**src/rtl/lps_pkg.sv**
```systemverilog
package lps_pkg;

  typedef enum logic {
    PH_EVEN = 1'b0,
    PH_ODD  = 1'b1
  } phase_e;

  typedef struct packed {
    logic sh_even;
    logic sh_odd;
    logic cap_even;
    logic cap_odd;
  } half_en_t;

  // Slot owner for the next cycle: restart on the even half whenever
  // shifting stops, otherwise swap halves.
  function automatic phase_e phase_next(phase_e cur, logic shifting);
    if (!shifting) return PH_EVEN;
    return (cur == PH_EVEN) ? PH_ODD : PH_EVEN;
  endfunction

  // Per-half enables for the current cycle.
  function automatic half_en_t steer(phase_e cur, logic shifting, logic frz);
    half_en_t e;
    e.sh_even  = shifting && (cur == PH_EVEN);
    e.sh_odd   = shifting && (cur == PH_ODD) && !frz;
    e.cap_even = !shifting;
    e.cap_odd  = !shifting && !frz;
    return e;
  endfunction

endpackage

```
**src/rtl/lps_phase_ctrl.sv**
```systemverilog
module lps_phase_ctrl
  import lps_pkg::*;
(
  input  logic     clk,
  input  logic     rst_n,
  input  logic     scan_en,
  input  logic     freeze_b,
  output phase_e   phase_q,
  output half_en_t en
);

  always_ff @(posedge clk or negedge rst_n) begin
    if (!rst_n) phase_q <= PH_EVEN;
    else        phase_q <= phase_next(phase_q, scan_en);
  end

  always_comb en = steer(phase_q, scan_en, freeze_b);

  // a burst always opens on the even half
  p_burst_start_r3: assert property (@(posedge clk) disable iff (!rst_n)
    $rose(scan_en) |-> (phase_q == PH_EVEN));

  // consecutive shift cycles swap owners
  p_phase_swap_r3: assert property (@(posedge clk) disable iff (!rst_n)
    scan_en |=> (!scan_en || (phase_q != $past(phase_q))));

endmodule

```
**src/rtl/lps_half_chain.sv**
```systemverilog
module lps_half_chain #(
  parameter int LEN = 8
) (
  input  logic           clk,
  input  logic           rst_n,
  input  logic           sh_en,
  input  logic           cap_en,
  input  logic           si,
  input  logic [LEN-1:0] cap_d,
  output logic [LEN-1:0] q,
  output logic [LEN-1:0] q_nxt,
  output logic           so
);

  // Head at index LEN-1, tail at index 0.
  always_comb begin
    if (sh_en)       q_nxt = {si, q[LEN-1:1]};
    else if (cap_en) q_nxt = cap_d;
    else             q_nxt = q;
  end

  always_ff @(posedge clk or negedge rst_n) begin
    if (!rst_n) q <= '0;
    else        q <= q_nxt;
  end

  assign so = q[0];

  // a half with neither enable keeps its contents
  p_idle_keeps_r5: assert property (@(posedge clk) disable iff (!rst_n)
    (!sh_en && !cap_en) |=> $stable(q));

  // a shift puts the serial bit at the head and moves the head down
  p_head_loads_r2: assert property (@(posedge clk) disable iff (!rst_n)
    sh_en |=> ((q[LEN-1] == $past(si)) && (q[LEN-2] == $past(q[LEN-1]))));

endmodule

```
**src/rtl/lps_hold_gate.sv**
```systemverilog
module lps_hold_gate #(
  parameter int W = 16
) (
  input  logic         clk,
  input  logic         rst_n,
  input  logic         scan_en,
  input  logic [W-1:0] live_q,
  input  logic [W-1:0] live_nxt,
  output logic [W-1:0] logic_q
);

  logic [W-1:0] hold_q;

  always_ff @(posedge clk or negedge rst_n) begin
    if (!rst_n)        hold_q <= '0;
    else if (!scan_en) hold_q <= live_nxt;
  end

  assign logic_q = scan_en ? hold_q : live_q;

  // logic inputs stay put across shift cycles
  p_hold_steady_r6: assert property (@(posedge clk) disable iff (!rst_n)
    scan_en |=> (!scan_en || $stable(logic_q)));

  // first shift cycle presents what the last non-shift edge left behind
  p_hold_source_r6: assert property (@(posedge clk) disable iff (!rst_n)
    !scan_en |=> (!scan_en || (logic_q == $past(live_nxt))));

endmodule

```
**src/rtl/lps_toggle_meter.sv**
```systemverilog
module lps_toggle_meter #(
  parameter int W  = 16,
  parameter int CW = 5
) (
  input  logic [W-1:0]  cur,
  input  logic [W-1:0]  nxt,
  output logic [CW-1:0] cnt
);

  logic [W-1:0] diff;

  assign diff = cur ^ nxt;
  assign cnt  = CW'($countones(diff));

endmodule

```
**src/rtl/lps_scan_ctrl.sv**
```systemverilog
module lps_scan_ctrl
  import lps_pkg::*;
#(
  parameter int HALF_LEN = 8,
  localparam int TOTAL   = 2 * HALF_LEN,
  localparam int CNT_W   = $clog2(TOTAL + 1)
) (
  input  logic             clk,
  input  logic             rst_n,
  input  logic             scan_en,
  input  logic             freeze_b,
  input  logic             scan_in,
  input  logic [TOTAL-1:0] func_d,
  output logic             scan_out,
  output logic [TOTAL-1:0] logic_q,
  output logic [CNT_W-1:0] toggle_cnt
);

  phase_e   phase_q;
  half_en_t en;

  logic [HALF_LEN-1:0] even_q, even_nxt, even_cap;
  logic [HALF_LEN-1:0] odd_q,  odd_nxt,  odd_cap;
  logic                even_so, odd_so;
  logic [TOTAL-1:0]    cells_q, cells_nxt;

  lps_phase_ctrl u_phase (
    .clk      (clk),
    .rst_n    (rst_n),
    .scan_en  (scan_en),
    .freeze_b (freeze_b),
    .phase_q  (phase_q),
    .en       (en)
  );

  // Interleaved view: position 2k -> even half, 2k+1 -> odd half.
  for (genvar k = 0; k < HALF_LEN; k++) begin : g_weave
    assign even_cap[k]      = func_d[2*k];
    assign odd_cap[k]       = func_d[2*k+1];
    assign cells_q[2*k]     = even_q[k];
    assign cells_q[2*k+1]   = odd_q[k];
    assign cells_nxt[2*k]   = even_nxt[k];
    assign cells_nxt[2*k+1] = odd_nxt[k];
  end

  lps_half_chain #(.LEN(HALF_LEN)) u_even (
    .clk    (clk),
    .rst_n  (rst_n),
    .sh_en  (en.sh_even),
    .cap_en (en.cap_even),
    .si     (scan_in),
    .cap_d  (even_cap),
    .q      (even_q),
    .q_nxt  (even_nxt),
    .so     (even_so)
  );

  lps_half_chain #(.LEN(HALF_LEN)) u_odd (
    .clk    (clk),
    .rst_n  (rst_n),
    .sh_en  (en.sh_odd),
    .cap_en (en.cap_odd),
    .si     (scan_in),
    .cap_d  (odd_cap),
    .q      (odd_q),
    .q_nxt  (odd_nxt),
    .so     (odd_so)
  );

  assign scan_out = (phase_q == PH_ODD) ? odd_so : even_so;

  lps_hold_gate #(.W(TOTAL)) u_hold (
    .clk      (clk),
    .rst_n    (rst_n),
    .scan_en  (scan_en),
    .live_q   (cells_q),
    .live_nxt (cells_nxt),
    .logic_q  (logic_q)
  );

  lps_toggle_meter #(.W(TOTAL), .CW(CNT_W)) u_meter (
    .cur (cells_q),
    .nxt (cells_nxt),
    .cnt (toggle_cnt)
  );

  // frozen odd half does not move on that edge
  p_freeze_odd_r5: assert property (@(posedge clk) disable iff (!rst_n)
    freeze_b |=> $stable(odd_q));

  // only one half switches per shift cycle
  p_half_switch_r8: assert property (@(posedge clk) disable iff (!rst_n)
    scan_en |-> (toggle_cnt <= CNT_W'(HALF_LEN)));

  // unfrozen capture loads every position
  p_capture_all_r4: assert property (@(posedge clk) disable iff (!rst_n)
    (!scan_en && !freeze_b) |=> (cells_q == $past(func_d)));

endmodule

```
**config.mk**
```make
export PLATFORM = sky130hd
export DESIGN_NAME = lps_scan_ctrl
export DESIGN_NICKNAME = d
export VERILOG_FILES = /design/src/rtl/lps_pkg.sv /design/src/rtl/lps_phase_ctrl.sv /design/src/rtl/lps_half_chain.sv /design/src/rtl/lps_hold_gate.sv /design/src/rtl/lps_toggle_meter.sv /design/src/rtl/lps_scan_ctrl.sv
export SDC_FILE = /design/constraint.sdc
export NUM_CORES = 1
export LEC_CHECK = 0
export BUFFER_PORTS_ARGS = -buffer_cell sky130_fd_sc_hd__buf_2
export CORE_ASPECT_RATIO = 1.4
export CORE_MARGIN = 8
export CORE_UTILIZATION = 60
export CTS_BUF_LIST = sky130_fd_sc_hd__clkbuf_4 sky130_fd_sc_hd__clkbuf_8
export CTS_CLUSTER_SIZE = 25
export DETAILED_ROUTE_END_ITERATION = 6
export PLACE_DENSITY = 0.85
export SLEW_MARGIN = 20
export SYNTH_ARGS = -nofsm -noshare
export SYNTH_HDL_FRONTEND = slang
export SYNTH_SLANG_ARGS = --single-unit
export TNS_END_PERCENT = 50
```
**constraint.sdc**
```tcl
create_clock -name clk -period 6.5 [get_ports clk]
set_clock_uncertainty 0.2 [all_clocks]
set_input_delay 0 -clock clk [delete_from_list [all_inputs] [get_ports clk]]
set_output_delay 0 -clock clk [all_outputs]
set_load 0.01 [all_outputs]
```
==> metrics.txt, run 1 <==
# TYPE chip_impl_metric gauge
chip_impl_metric{name="final_util",unit="%"} 71.3
chip_impl_metric{name="ant_nets",unit=""} 0
chip_impl_info{name="rsz_0062_raised_after_global_routing",value="no"} 1
chip_impl_metric{name="yosys.area_share.xor_xnor",unit="%"} 10.4
chip_impl_metric{name="synth.cell_area",unit="sq um"} 2610
chip_impl_metric{name="slew_of_the_pin_with_the_lowest_slew_margin",unit="ns"} 0.727
chip_impl_metric{name="dpl.hpwl",unit="microns"} 3850
chip_impl_metric{name="gr-usage-all-layers",unit="%"} 18.5
chip_impl_info{name="worst_setup_path_start_kind",value="register"} 1
chip_impl_metric{name="final_net_count",unit=""} 378
chip_impl_info{name="status",value="complete, no violations"} 1
chip_impl_metric{name="post_synth_fa_ha_maj_area_fraction",unit="%"} 14.7
chip_impl_metric{name="final_hold_viol_count",unit=""} 0
chip_impl_metric{name="ys_warn_count",unit=""} 0
chip_impl_metric{name="worstSkewPairLatency",unit="ns"} 0.29
chip_impl_info{name="worst_path_most_repeated_cell",value="sky130_fd_sc_hd__fa_1"} 1
chip_impl_metric{name="total_cts_buffers",unit=""} 5
chip_impl_info{name="ys_dominant_reg_cell",value="sky130_fd_sc_hd__dfrtp_1"} 1
chip_impl_metric{name="max_cap_viol_count",unit=""} 0
chip_impl_metric{name="num_antenna_cells",unit=""} 0
chip_impl_info{name="crit_end_category",value="output port"} 1
chip_impl_metric{name="cts.clk_slew.worst_paths",unit="ns"} 0.06
chip_impl_metric{name="share_of_cells_above_drive_strength_1",unit="%"} 17.1
chip_impl_metric{name="drt-initial-drc-count",unit=""} 172
chip_impl_info{name="r2r_start",value="u_phase.phase_q"} 1
chip_impl_metric{name="overflow_left_after_global_routing",unit=""} 0
chip_impl_metric{name="final_wirelength",unit="microns"} 5740
chip_impl_metric{name="largest_net_degree_at_the_start_of_global_routing",unit=""} 51
chip_impl_metric{name="place.port_buffers",unit=""} 42
chip_impl_metric{name="drt-wirelength-per-cell",unit="microns"} 15.2
chip_impl_info{name="min_path_type",value="in -> reg"} 1
chip_impl_metric{name="total_power",unit="uW"} 920
chip_impl_metric{name="postCtsResizedCells",unit=""} 0
chip_impl_metric{name="die-height",unit="microns"} 94
chip_impl_info{name="cts_root_buffer",value="sky130_fd_sc_hd__clkbuf_8"} 1
chip_impl_metric{name="setup_total_negative_slack",unit="ns"} 0
chip_impl_metric{name="crit_share_post_route",unit="%"} 82.7
chip_impl_metric{name="first_global_vias",unit=""} 2214
chip_impl_info{name="crit_chain",value="nand2_2, o221a_2, a211oi_2, ha_1, inv_1, fa_1, inv_1, fa_1, inv_1, fa_1, inv_1, fa_1, ha_1, fa_1, xor2_1, buf_2"} 1
chip_impl_info{name="synthTopCellsByArea",value="sky130_fd_sc_hd__dfrtp_1, sky130_fd_sc_hd__fa_1, sky130_fd_sc_hd__xnor2_1, sky130_fd_sc_hd__ha_1, sky130_fd_sc_hd__inv_1"} 1
chip_impl_metric{name="irDropWorstVdd",unit="uV"} 460
chip_impl_metric{name="ys_seq_area_share",unit="%"} 31.7
chip_impl_metric{name="n_fill_cell",unit=""} 314
chip_impl_metric{name="antenna_found_initial",unit=""} 0
chip_impl_metric{name="netlist-cell-type-count",unit=""} 30
chip_impl_metric{name="numClockSinks",unit=""} 33
chip_impl_metric{name="flops_latches_synth",unit=""} 33
chip_impl_metric{name="std_cell_core_area",unit="sq um"} 4200
chip_impl_metric{name="detailroute.via_count",unit=""} 2133
chip_impl_metric{name="async_set_or_reset_flop_fraction_in_the_synthesized_netlist",unit="%"} 100
chip_impl_metric{name="cp_slowest_stage_delay",unit="ns"} 0.80
chip_impl_metric{name="synth_largest_type_area_fraction",unit="%"} 31.7
chip_impl_metric{name="number_of_setup_violations_in_the_final_report",unit=""} 0
chip_impl_metric{name="synth_simple_gate_area_share",unit="%"} 6.43
chip_impl_info{name="hold_path_startpoint",value="freeze_b"} 1
chip_impl_info{name="startpoint",value="u_phase.phase_q"} 1
chip_impl_metric{name="max_freq",unit="GHz"} 0.186
chip_impl_info{name="synth_most_common_cell",value="sky130_fd_sc_hd__inv_1"} 1
chip_impl_info{name="yosysTopAreaCell",value="sky130_fd_sc_hd__dfrtp_1"} 1
chip_impl_metric{name="die_area",unit="sq um"} 6740
chip_impl_metric{name="synth_area_per_cell",unit="sq um"} 8.87
chip_impl_info{name="synth.cells.most_frequent",value="sky130_fd_sc_hd__inv_1, sky130_fd_sc_hd__dfrtp_1, sky130_fd_sc_hd__o21ai_0"} 1
chip_impl_metric{name="h-tree-depth",unit=""} 2
chip_impl_metric{name="grt_pass1_wl",unit="microns"} 9970
chip_impl_metric{name="crit_fanout",unit=""} 17
chip_impl_metric{name="timing.max_slew.rel_slack",unit="%"} 51.5
chip_impl_metric{name="start_util",unit="%"} 62.0
chip_impl_metric{name="area_growth_syn_to_layout",unit="%"} 15.0
chip_impl_info{name="worstSetupPathType",value="reg -> out"} 1
chip_impl_metric{name="leakagePower",unit="nW"} 1.53
chip_impl_metric{name="cts.path.max_buffers",unit=""} 2
chip_impl_metric{name="vias_per_cell",unit=""} 5.64
chip_impl_metric{name="fp.dieW",unit="microns"} 71.7
chip_impl_metric{name="detail_route.first_pass.iterations",unit=""} 4
chip_impl_metric{name="power_density_relative_to_cell_area",unit="nW/um^2"} 307
chip_impl_metric{name="arrival",unit="ns"} 5.17
chip_impl_metric{name="area_fraction_in_compound_gates_after_synthesis",unit="%"} 18.3
chip_impl_info{name="synth_top_family_by_area",value="compound AO/OA/AOI/OAI gates"} 1
chip_impl_metric{name="syn-instance-count",unit=""} 294
chip_impl_metric{name="timing.critical_path.required",unit="ns"} 6.30
chip_impl_info{name="cts_tree",value="done"} 1
chip_impl_info{name="cp_slowest_cell",value="sky130_fd_sc_hd__dfrtp_1"} 1
chip_impl_metric{name="gp_routability_congestion",unit=""} 0.866
chip_impl_metric{name="synth_edf_count",unit=""} 0
chip_impl_metric{name="synth.area.mux_share",unit="%"} 6.14
chip_impl_metric{name="syn_nets",unit=""} 339
chip_impl_metric{name="finalWorstPathRequiredPeriod",unit="ns"} 5.37
chip_impl_metric{name="remaining_drc_errors",unit=""} 0
chip_impl_metric{name="rows",unit=""} 28
chip_impl_metric{name="drv_slew",unit=""} 0
chip_impl_metric{name="boundaryPins",unit=""} 43
## cell families (layout without fill, tap and decap cells)
| kind of cell | after synthesis | count (layout) |
|---|---|---|
| AO/OA/AOI/OAI | 76 | 76 |
| buffers and inverters | 74 | 113 |
| AND/OR/NAND/NOR | 40 | 40 |
| flip-flops | 33 | 33 |
| XOR/XNOR | 31 | 31 |
| adder cells (fa/ha/maj) | 24 | 24 |
| multiplexers | 16 | 16 |
## registers in the layout (all words and copies together) (netlist names)
name / cells
u_even.q: 8
u_hold.hold_q: 16
u_odd.q: 8
u_phase.phase_q: 1
## area by class of cell
cell class	instances	area [sq um]	share of cell area, %
sequential	33	826	27.5
clock buffer	7	90.1	3.01
tap	45	56.3	1.88
inverter	45	169	5.63
timing repair buffer	61	398	13.3
multi-input combinational	187	1460	48.7
## cells in the final DEF, fill, tap and decap left out
master / n
sky130_fd_sc_hd__inv_1: 43
sky130_fd_sc_hd__buf_2: 42
sky130_fd_sc_hd__dfrtp_1: 33
sky130_fd_sc_hd__o21ai_0: 30
sky130_fd_sc_hd__xnor2_1: 23
sky130_fd_sc_hd__nor2_1: 18
sky130_fd_sc_hd__dlygate4sd3_1: 18
sky130_fd_sc_hd__nand2_1: 17
sky130_fd_sc_hd__mux2i_1: 16
sky130_fd_sc_hd__ha_1: 13
sky130_fd_sc_hd__o22ai_1: 12
sky130_fd_sc_hd__fa_1: 11
sky130_fd_sc_hd__a21oi_1: 10
sky130_fd_sc_hd__xor2_1: 8
sky130_fd_sc_hd__a2bb2oi_1: 8
sky130_fd_sc_hd__clkbuf_8: 6
sky130_fd_sc_hd__o22a_1: 5
sky130_fd_sc_hd__a31oi_1: 3
sky130_fd_sc_hd__o21ai_1: 3
sky130_fd_sc_hd__inv_2: 2
sky130_fd_sc_hd__and3_1: 2
sky130_fd_sc_hd__a21o_1: 2
sky130_fd_sc_hd__nand2_2: 1
sky130_fd_sc_hd__nand2b_1: 1
sky130_fd_sc_hd__a2bb2oi_2: 1
sky130_fd_sc_hd__o221a_2: 1
sky130_fd_sc_hd__a211oi_2: 1
sky130_fd_sc_hd__nor2_4: 1
sky130_fd_sc_hd__clkbuf_4: 1
sky130_fd_sc_hd__buf_4: 1
## layer usage
metal / up-vias / global-route usage (%) / wire length, microns
met1: 1024 / 20.7 / 2400
met5: - / 0 / 0
met4: 0 / 9.23 / 146
li1: 1033 / - / -
met2: 59 / 31.5 / 2940
met3: 17 / 4.81 / 254
## report_power, final
part           total [mW]  internal (mW)  leakage, nW  switching (mW)
Combinational       0.501          0.228         1.09           0.273
Sequential          0.259          0.229        0.389          0.0303
Clock               0.160         0.0881       0.0477          0.0721
Total               0.920          0.545         1.53           0.375
## stage by stage
stage / setup slack, ns / hold WS, ns / instances / instance area, sq um
3_5_place_dp: 1.48 / -0.0863 / 353 / 2730
4_1_cts: 1.14 / 0.0189 / 378 / 3000
5_1_grt: 0.890 / 0.0518 / 378 / 3000
6_report: 1.13 / 0.0221 / 378 / 3000
3_3_place_gp: 1.57 / -0.0915 / 353 / 2730
2_1_floorplan: 2.27 / -0.496 / 294 / 2610
## what timing repair did
item                                   in CTS  in global routing
endpoints found under the hold margin      65                  0
hold buffers                               18                  0
setup buffers                               0                  0
## worst paths after layout
| path | endpoint | slack, ns | cells past startpoint |
|---|---|---|---|
| worst max-delay path | toggle_cnt[3] | 1.13 | 16 |
| worst min-delay path | u_odd.q[0] | 0.02 | 2 |
| worst max register to register | u_odd.q[5] | 4.52 | 4 |
| worst min register to register | u_hold.hold_q[13] | 0.28 | 2 |
| max in group asynchronous | u_hold.hold_q[13] | 5.53 | 2 |
| min in group asynchronous | u_hold.hold_q[12] | 0.10 | 2 |
## critical path, delay by kind of cell, from the launching register on
kind | cells | cell delay, ns
AND/OR/NAND/NOR | 1 | 0.29
buffers and inverters | 5 | 0.43
flip-flops | 1 | 0.80
XOR/XNOR | 1 | 0.17
AO/OA/AOI/OAI | 2 | 0.51
adder cells (fa/ha/maj) | 7 | 2.69
Power figures use the tool's default switching activity.
==> inputs of run 2 (changes only) <==
- CORE_UTILIZATION: 60 -> 53
- PLACE_DENSITY: 0.85 -> 0.8
- clock period: 6.5 -> 4.8 ns (I/O delays scaled with it)
==> metrics.txt, run 2 (synthesis gave the netlist of run 1 again) <==
# TYPE chip_impl_metric gauge
chip_impl_metric{name="final_wirelength",unit="microns"} 5920
chip_impl_info{name="worstSetupEndpoint",value="toggle_cnt[3]"} 1
chip_impl_metric{name="max_cap_viol_count",unit=""} 0
chip_impl_metric{name="timing.max_slew.rel_slack",unit="%"} 48.4
chip_impl_metric{name="area_growth_syn_to_layout",unit="%"} 21.7
chip_impl_metric{name="fp.dieW",unit="microns"} 75.3
chip_impl_metric{name="crit_share_post_route",unit="%"} 97.9
chip_impl_metric{name="boundaryPins",unit=""} 43
chip_impl_metric{name="first_global_vias",unit=""} 2222
chip_impl_metric{name="irDropWorstVdd",unit="uV"} 551
chip_impl_metric{name="detailroute.via_count",unit=""} 2177
chip_impl_metric{name="die_area",unit="sq um"} 7450
chip_impl_metric{name="number_of_setup_violations_in_the_final_report",unit=""} 0
chip_impl_info{name="top_register",value="u_hold.hold_q"} 1
chip_impl_metric{name="r2r_setup_slack",unit="ns"} 3.41
chip_impl_metric{name="cts.path.max_buffers",unit=""} 2
chip_impl_metric{name="max_freq",unit="GHz"} 0.213
chip_impl_metric{name="drt-initial-drc-count",unit=""} 181
chip_impl_metric{name="gr-usage-all-layers",unit="%"} 16.3
chip_impl_metric{name="postPlaceCellArea",unit="sq um"} 2780
chip_impl_info{name="cts_root_buffer",value="sky130_fd_sc_hd__clkbuf_8"} 1
chip_impl_metric{name="h-tree-depth",unit=""} 2
chip_impl_metric{name="globalRouteMet2Util",unit="%"} 27.6
chip_impl_metric{name="drv_slew",unit=""} 0
chip_impl_metric{name="total_cts_buffers",unit=""} 5
chip_impl_metric{name="share_of_cells_above_drive_strength_1",unit="%"} 23.2
chip_impl_metric{name="gr-usage-met1",unit="%"} 19.0
chip_impl_metric{name="finalWorstPathRequiredPeriod",unit="ns"} 4.70
chip_impl_metric{name="power.switching",unit="uW"} 508
chip_impl_metric{name="worstSkewPairLatency",unit="ns"} 0.28
chip_impl_metric{name="leakagePower",unit="nW"} 1.60
chip_impl_metric{name="largest_register_ffs",unit=""} 16
chip_impl_metric{name="power_density_relative_to_cell_area",unit="nW/um^2"} 397
chip_impl_info{name="status",value="complete, no violations"} 1
chip_impl_info{name="most-common-layout-cells",value="sky130_fd_sc_hd__inv_1, sky130_fd_sc_hd__buf_2, sky130_fd_sc_hd__o21ai_0"} 1
chip_impl_metric{name="numClockSinks",unit=""} 33
chip_impl_metric{name="dp_slack",unit="ns"} 0.305
chip_impl_metric{name="detail_route.first_pass.iterations",unit=""} 4
chip_impl_metric{name="cts.clk_slew.worst_paths",unit="ns"} 0.07
chip_impl_metric{name="final_hold_viol_count",unit=""} 0
chip_impl_metric{name="ant_nets",unit=""} 0
chip_impl_metric{name="final_net_count",unit=""} 390
chip_impl_metric{name="finish.instance_area",unit="sq um"} 3170
chip_impl_metric{name="vias_per_cell",unit=""} 5.32
chip_impl_metric{name="post_layout_nonfiller_instances",unit=""} 409
chip_impl_info{name="crit_end_category",value="output port"} 1
chip_impl_metric{name="gp_routability_congestion",unit=""} 0.906
chip_impl_info{name="cts_tree",value="done"} 1
chip_impl_info{name="mostFrequentLayoutCell",value="sky130_fd_sc_hd__inv_1"} 1
chip_impl_info{name="worstSetupPathType",value="reg -> out"} 1
chip_impl_info{name="worst_setup_path_start_kind",value="register"} 1
chip_impl_metric{name="postLayoutSetupSlackWorst",unit="ns"} 0.0985
chip_impl_metric{name="place.detailed.instances",unit=""} 376
chip_impl_metric{name="timing.critical_path.required",unit="ns"} 4.60
chip_impl_info{name="worstReg2RegEnd",value="u_odd.q[4]"} 1
chip_impl_metric{name="remaining_drc_errors",unit=""} 0
chip_impl_metric{name="rows",unit=""} 30
chip_impl_metric{name="drt-wirelength-per-cell",unit="microns"} 14.5
chip_impl_info{name="min_path_type",value="in -> reg"} 1
chip_impl_metric{name="grt_use_met3",unit="%"} 3.25
chip_impl_metric{name="largest_net_degree_at_the_start_of_global_routing",unit=""} 49
chip_impl_metric{name="intPower",unit="uW"} 752
chip_impl_metric{name="comb_power_share",unit="%"} 54.8
chip_impl_metric{name="dpl.hpwl",unit="microns"} 4080
chip_impl_metric{name="arrival",unit="ns"} 4.50
chip_impl_info{name="startpoint",value="u_odd.q[7]"} 1
chip_impl_metric{name="num_antenna_cells",unit=""} 0
chip_impl_metric{name="place.port_buffers",unit=""} 42
chip_impl_metric{name="start_util",unit="%"} 54.3
chip_impl_metric{name="power.share.switching",unit="%"} 40.3
chip_impl_info{name="busiest_layer",value="met2"} 1
chip_impl_metric{name="grt_pass1_wl",unit="microns"} 9650
chip_impl_metric{name="std_cell_core_area",unit="sq um"} 4800
chip_impl_metric{name="worst_r2r_path_depth",unit=""} 4
chip_impl_metric{name="holdWs",unit="ns"} 0.113
chip_impl_metric{name="share_seq_of_total_power",unit="%"} 27.9
chip_impl_metric{name="die-height",unit="microns"} 99.0
chip_impl_info{name="r2r_start",value="u_phase.phase_q"} 1
chip_impl_metric{name="crit_fanout",unit=""} 5
chip_impl_info{name="reg_top3",value="u_hold.hold_q x16, u_even.q x8, u_odd.q x8"} 1
chip_impl_metric{name="power.clock.fraction",unit="%"} 17.2
chip_impl_metric{name="overflow_left_after_global_routing",unit=""} 0
chip_impl_metric{name="antenna_found_initial",unit=""} 0
chip_impl_metric{name="slew_of_the_pin_with_the_lowest_slew_margin",unit="ns"} 0.774
[run 2: cell count changes in the layout (fill, tap and decap cells not counted), moves of 2 or more]
cell	delta
sky130_fd_sc_hd__ha_2	+2
sky130_fd_sc_hd__xnor2_1	-3
sky130_fd_sc_hd__dfrtp_1	-7
sky130_fd_sc_hd__ha_1	-2
sky130_fd_sc_hd__buf_4	+8
sky130_fd_sc_hd__xnor2_2	+3
sky130_fd_sc_hd__dfrtp_2	+7
sky130_fd_sc_hd__dlygate4sd3_1	+3
[run 2: metal layers]
layer	routed length, microns	vias to the layer above
met5	0	-
met4	89	0
met3	321	8
met2	3070	68
met1	2440	1044
li1	-	1057
[run 2: how the worst min path moves through the flow]
stage | end | slack, ns | from | cells after the start
floorplan | u_even.q[0] | -0.50 | rst_n | 0
global placement | u_hold.hold_q[12] | -0.09 | rst_n | 1
detailed placement | u_hold.hold_q[14] | -0.08 | rst_n | 1
CTS | u_phase.phase_q | 0.02 | scan_en | 3
global route | u_odd.q[4] | 0.14 | scan_en | 3
finish | u_odd.q[7] | 0.11 | scan_en | 4
[run 2: final cells by class]
| class | count | area [sq um] |
|---|---|---|
| fillers | 400 | 1630 |
| multi-input cells | 188 | 1510 |
| flip-flops and latches | 33 | 835 |
| repair buffers | 72 | 488 |
| inverters | 45 | 169 |
| clock buffers | 7 | 90.1 |
| well taps | 64 | 80.1 |
[run 2: timing repair]
item | 4_1_cts | 5_1_grt
hold buffers | 20 | 1
gates cloned | 0 | 1
endpoints found under the hold margin | 65 | 1
setup endpoints to repair | 1 | 2
pin swaps | 0 | 5
gates resized for setup | 2 | 14
buffers inserted | 0 | 4
[run 2: power groups by stage]
stage | Clock [mW] | Sequential (mW) | Combinational (mW)
detailed placement | 0 | 0.353 | 0.660
global route | 0.234 | 0.357 | 0.777
global placement | 0 | 0.351 | 0.636
CTS | 0.221 | 0.348 | 0.681
floorplan | 0 | 0.326 | 0.494
finish | 0.217 | 0.352 | 0.690
[run 2: worst max-delay path, stage by stage (launching register included)]
cell and delay [ns]:
sky130_fd_sc_hd__dfrtp_2 0.46, sky130_fd_sc_hd__xnor2_2 0.17, sky130_fd_sc_hd__a2bb2oi_1 0.19, sky130_fd_sc_hd__nor2_1 0.09
sky130_fd_sc_hd__ha_1 0.29, sky130_fd_sc_hd__inv_1 0.05, sky130_fd_sc_hd__fa_1 0.45, sky130_fd_sc_hd__fa_1 0.51
sky130_fd_sc_hd__fa_1 0.55, sky130_fd_sc_hd__inv_1 0.06, sky130_fd_sc_hd__fa_1 0.51, sky130_fd_sc_hd__ha_2 0.21
sky130_fd_sc_hd__fa_1 0.38, sky130_fd_sc_hd__xor2_1 0.14, sky130_fd_sc_hd__buf_2 0.15
[run 2: per-stage QoR]
step | total power, mW | TNS (ns) | util, %
after floorplan | 0.820 | 0 | -
after global placement | 0.987 | 0 | 57.9
after detailed placement | 1.01 | 0 | 57.9
after CTS | 1.25 | 0 | 64.1
after global routing | 1.37 | -0.0261 | 66.0
final | 1.26 | 0 | 66.0
==> inputs of run 3 (changes only) <==
- CORE_UTILIZATION: 53 -> 51
- PLACE_DENSITY: 0.8 -> 0.77
==> metrics.txt, run 3 (synthesis gave the netlist of run 1 again) <==
# TYPE chip_impl_metric gauge
chip_impl_metric{name="n_fill_cell",unit=""} 439
chip_impl_metric{name="irDropWorstVdd",unit="uV"} 741
chip_impl_metric{name="worst_r2r_path_depth",unit=""} 6
chip_impl_info{name="most-common-layout-cells",value="sky130_fd_sc_hd__inv_1, sky130_fd_sc_hd__buf_2, sky130_fd_sc_hd__o21ai_0"} 1
chip_impl_metric{name="postLayoutSetupSlackWorst",unit="ns"} 0.157
chip_impl_metric{name="share_seq_of_total_power",unit="%"} 28.5
chip_impl_info{name="min_path_type",value="in -> async"} 1
chip_impl_metric{name="die-height",unit="microns"} 101
chip_impl_metric{name="ant_nets",unit=""} 0
chip_impl_metric{name="boundaryPins",unit=""} 43
chip_impl_metric{name="remaining_drc_errors",unit=""} 0
chip_impl_info{name="startpoint",value="u_odd.q[6]"} 1
chip_impl_info{name="worst_path_most_repeated_cell",value="sky130_fd_sc_hd__fa_1"} 1
chip_impl_info{name="cp_slowest_cell",value="sky130_fd_sc_hd__fa_1"} 1
chip_impl_info{name="r2r_start",value="u_phase.phase_q"} 1
chip_impl_metric{name="share_of_cells_above_drive_strength_1",unit="%"} 22.3
chip_impl_info{name="mostFrequentLayoutCell",value="sky130_fd_sc_hd__inv_1"} 1
chip_impl_metric{name="final_wirelength",unit="microns"} 5720
chip_impl_metric{name="finalWorstPathRequiredPeriod",unit="ns"} 4.64
chip_impl_metric{name="detail_route.first_pass.iterations",unit=""} 4
chip_impl_info{name="crit_end_category",value="output port"} 1
chip_impl_metric{name="final_net_count",unit=""} 390
chip_impl_metric{name="number_of_setup_violations_in_the_final_report",unit=""} 0
chip_impl_metric{name="rows",unit=""} 31
chip_impl_metric{name="vias_per_cell",unit=""} 5.16
chip_impl_metric{name="dpl.hpwl",unit="microns"} 4160
chip_impl_metric{name="arrival",unit="ns"} 4.44
chip_impl_metric{name="overflow_left_after_global_routing",unit=""} 0
chip_impl_metric{name="r2r_setup_slack",unit="ns"} 2.32
chip_impl_metric{name="comb_power_share",unit="%"} 54.8
chip_impl_info{name="cts_root_buffer",value="sky130_fd_sc_hd__clkbuf_8"} 1
chip_impl_metric{name="total_cts_buffers",unit=""} 5
chip_impl_metric{name="first_global_vias",unit=""} 2101
chip_impl_metric{name="area_growth_syn_to_layout",unit="%"} 21.1
chip_impl_metric{name="intPower",unit="uW"} 735
chip_impl_metric{name="dp_slack",unit="ns"} 0.272
chip_impl_metric{name="fp.dieW",unit="microns"} 76.4
chip_impl_metric{name="power.share.switching",unit="%"} 40.3
chip_impl_metric{name="place.port_buffers",unit=""} 42
chip_impl_metric{name="worstSkewPairLatency",unit="ns"} 0.28
chip_impl_metric{name="gr-usage-all-layers",unit="%"} 15.1
chip_impl_metric{name="drv_slew",unit=""} 0
chip_impl_metric{name="final_hold_viol_count",unit=""} 0
chip_impl_metric{name="setup_total_negative_slack",unit="ns"} 0
chip_impl_metric{name="timing.max_slew.rel_slack",unit="%"} 51.3
chip_impl_metric{name="timing.critical_path.required",unit="ns"} 4.60
chip_impl_metric{name="std_cell_core_area",unit="sq um"} 5040
chip_impl_info{name="status",value="complete, no violations"} 1
chip_impl_metric{name="detailroute.via_count",unit=""} 2125
chip_impl_metric{name="power.clock.fraction",unit="%"} 16.7
chip_impl_metric{name="slew_of_the_pin_with_the_lowest_slew_margin",unit="ns"} 0.731
chip_impl_metric{name="max_freq",unit="GHz"} 0.215
chip_impl_metric{name="cts.path.max_buffers",unit=""} 2
chip_impl_metric{name="crit_share_post_route",unit="%"} 96.7
chip_impl_metric{name="antenna_found_initial",unit=""} 0
chip_impl_metric{name="largest_net_degree_at_the_start_of_global_routing",unit=""} 47
chip_impl_metric{name="largest_register_ffs",unit=""} 16
chip_impl_metric{name="start_util",unit="%"} 51.7
chip_impl_metric{name="num_antenna_cells",unit=""} 0
chip_impl_metric{name="numClockSinks",unit=""} 33
chip_impl_metric{name="h-tree-depth",unit=""} 2
chip_impl_info{name="cts_tree",value="done"} 1
chip_impl_info{name="crit_chain",value="xnor2_1, a2bb2oi_1, nor2_1, ha_1, inv_1, fa_1, inv_1, fa_1, inv_1, fa_1, inv_1, fa_1, ha_2, fa_1, xor2_1, buf_2"} 1
chip_impl_info{name="reg_top3",value="u_hold.hold_q x16, u_even.q x8, u_odd.q x8"} 1
chip_impl_info{name="top_register",value="u_hold.hold_q"} 1
chip_impl_info{name="worstSetupEndpoint",value="toggle_cnt[3]"} 1
chip_impl_metric{name="drt-wirelength-per-cell",unit="microns"} 13.9
chip_impl_metric{name="gp_routability_congestion",unit=""} 0.812
chip_impl_metric{name="power.switching",unit="uW"} 496
chip_impl_metric{name="cp_slowest_stage_delay",unit="ns"} 0.53
chip_impl_metric{name="leakagePower",unit="nW"} 1.60
chip_impl_metric{name="cts.clk_slew.worst_paths",unit="ns"} 0.07
chip_impl_metric{name="grt_pass1_wl",unit="microns"} 9520
chip_impl_metric{name="die_area",unit="sq um"} 7690
chip_impl_metric{name="max_cap_viol_count",unit=""} 0
chip_impl_info{name="worst_setup_path_start_kind",value="register"} 1
chip_impl_metric{name="power_density_relative_to_cell_area",unit="nW/um^2"} 390
chip_impl_metric{name="crit_fanout",unit=""} 5
chip_impl_metric{name="drt-initial-drc-count",unit=""} 153
chip_impl_info{name="worstReg2RegEnd",value="u_odd.q[0]"} 1
chip_impl_info{name="worstSetupPathType",value="reg -> out"} 1
## run 3: cell count changes in the layout (fill, tap and decap cells not counted)
cell	before	now
sky130_fd_sc_hd__clkinv_2	0	2
sky130_fd_sc_hd__a2bb2oi_1	7	8
sky130_fd_sc_hd__a2bb2oi_2	2	1
sky130_fd_sc_hd__buf_4	9	8
sky130_fd_sc_hd__clkbuf_8	6	5
sky130_fd_sc_hd__dlygate4sd3_1	21	22
sky130_fd_sc_hd__ha_1	11	12
sky130_fd_sc_hd__ha_2	2	1
sky130_fd_sc_hd__xnor2_1	20	21
sky130_fd_sc_hd__xnor2_2	3	2
## run 3: timing repair
action	CTS	global route
resized for setup	3	10
cloned	0	1
pin swaps	0	1
setup buffers	0	4
setup endpoints to repair	1	2
endpoints found under the hold margin	65	1
hold buffers	21	1
## run 3: area by class of cell
cell class	instances	area (sq um)	area share [%]
flip-flops and latches	33	835	26.4
multi-input cells	188	1500	47.3
clock inverters	2	10.0	0.317
well taps	66	82.6	2.61
inverters	45	169	5.35
clock buffers	6	76.3	2.42
repair buffers	72	490	15.5
## run 3: worst min path at each step
stage,start,to,slack (ns),depth (start not counted)
6_report,rst_n,u_even.q[4],0.11,2
5_1_grt,scan_en,u_odd.q[4],0.16,3
4_1_cts,scan_en,u_phase.phase_q,0.01,3
3_5_place_dp,rst_n,u_even.q[4],-0.09,1
3_3_place_gp,rst_n,u_hold.hold_q[10],-0.09,1
2_1_floorplan,rst_n,u_even.q[0],-0.50,0
## run 3: stage by stage
step | instances | hold WS [ns] | cell area [sq um] | power [mW] | util [%]
detailed placement | 377 | -0.0893 | 2780 | 0.997 | 55.1
finish | 412 | 0.106 | 3160 | 1.23 | 62.6
CTS | 406 | 0.0132 | 3080 | 1.23 | 61.1
global placement | 377 | -0.0896 | 2780 | 0.981 | 55.1
floorplan | 294 | -0.496 | 2610 | 0.820 | -
global route | 412 | 0.165 | 3160 | 1.35 | 62.6
## run 3: per-layer routing
layer	routed length, microns	track usage, %	vias up
met3	190	2.77	16
li1	-	-	1061
met1	2370	16.7	1004
met4	209	8.77	0
met5	0	0	-
met2	2950	26.5	44
## run 3: power groups by stage
| stage | clock, mW | sequential, mW | combinational (mW) |
|---|---|---|---|
| CTS | 0.211 | 0.349 | 0.673 |
| global placement | 0 | 0.352 | 0.629 |
| floorplan | 0 | 0.326 | 0.494 |
| detailed placement | 0 | 0.354 | 0.643 |
| global route | 0.221 | 0.357 | 0.771 |
| finish | 0.206 | 0.351 | 0.675 |
## run 3: critical path: cells and delay by family, from the launching register on
family                     cells  cell delay, ns
buffers and inverters          5            0.40
AOI/OAI and AO/OA              1            0.21
DFF                            1            0.45
adders and majority gates      7            2.73
xor gates and xnor gates       2            0.35
and+or+nand+nor                1            0.07
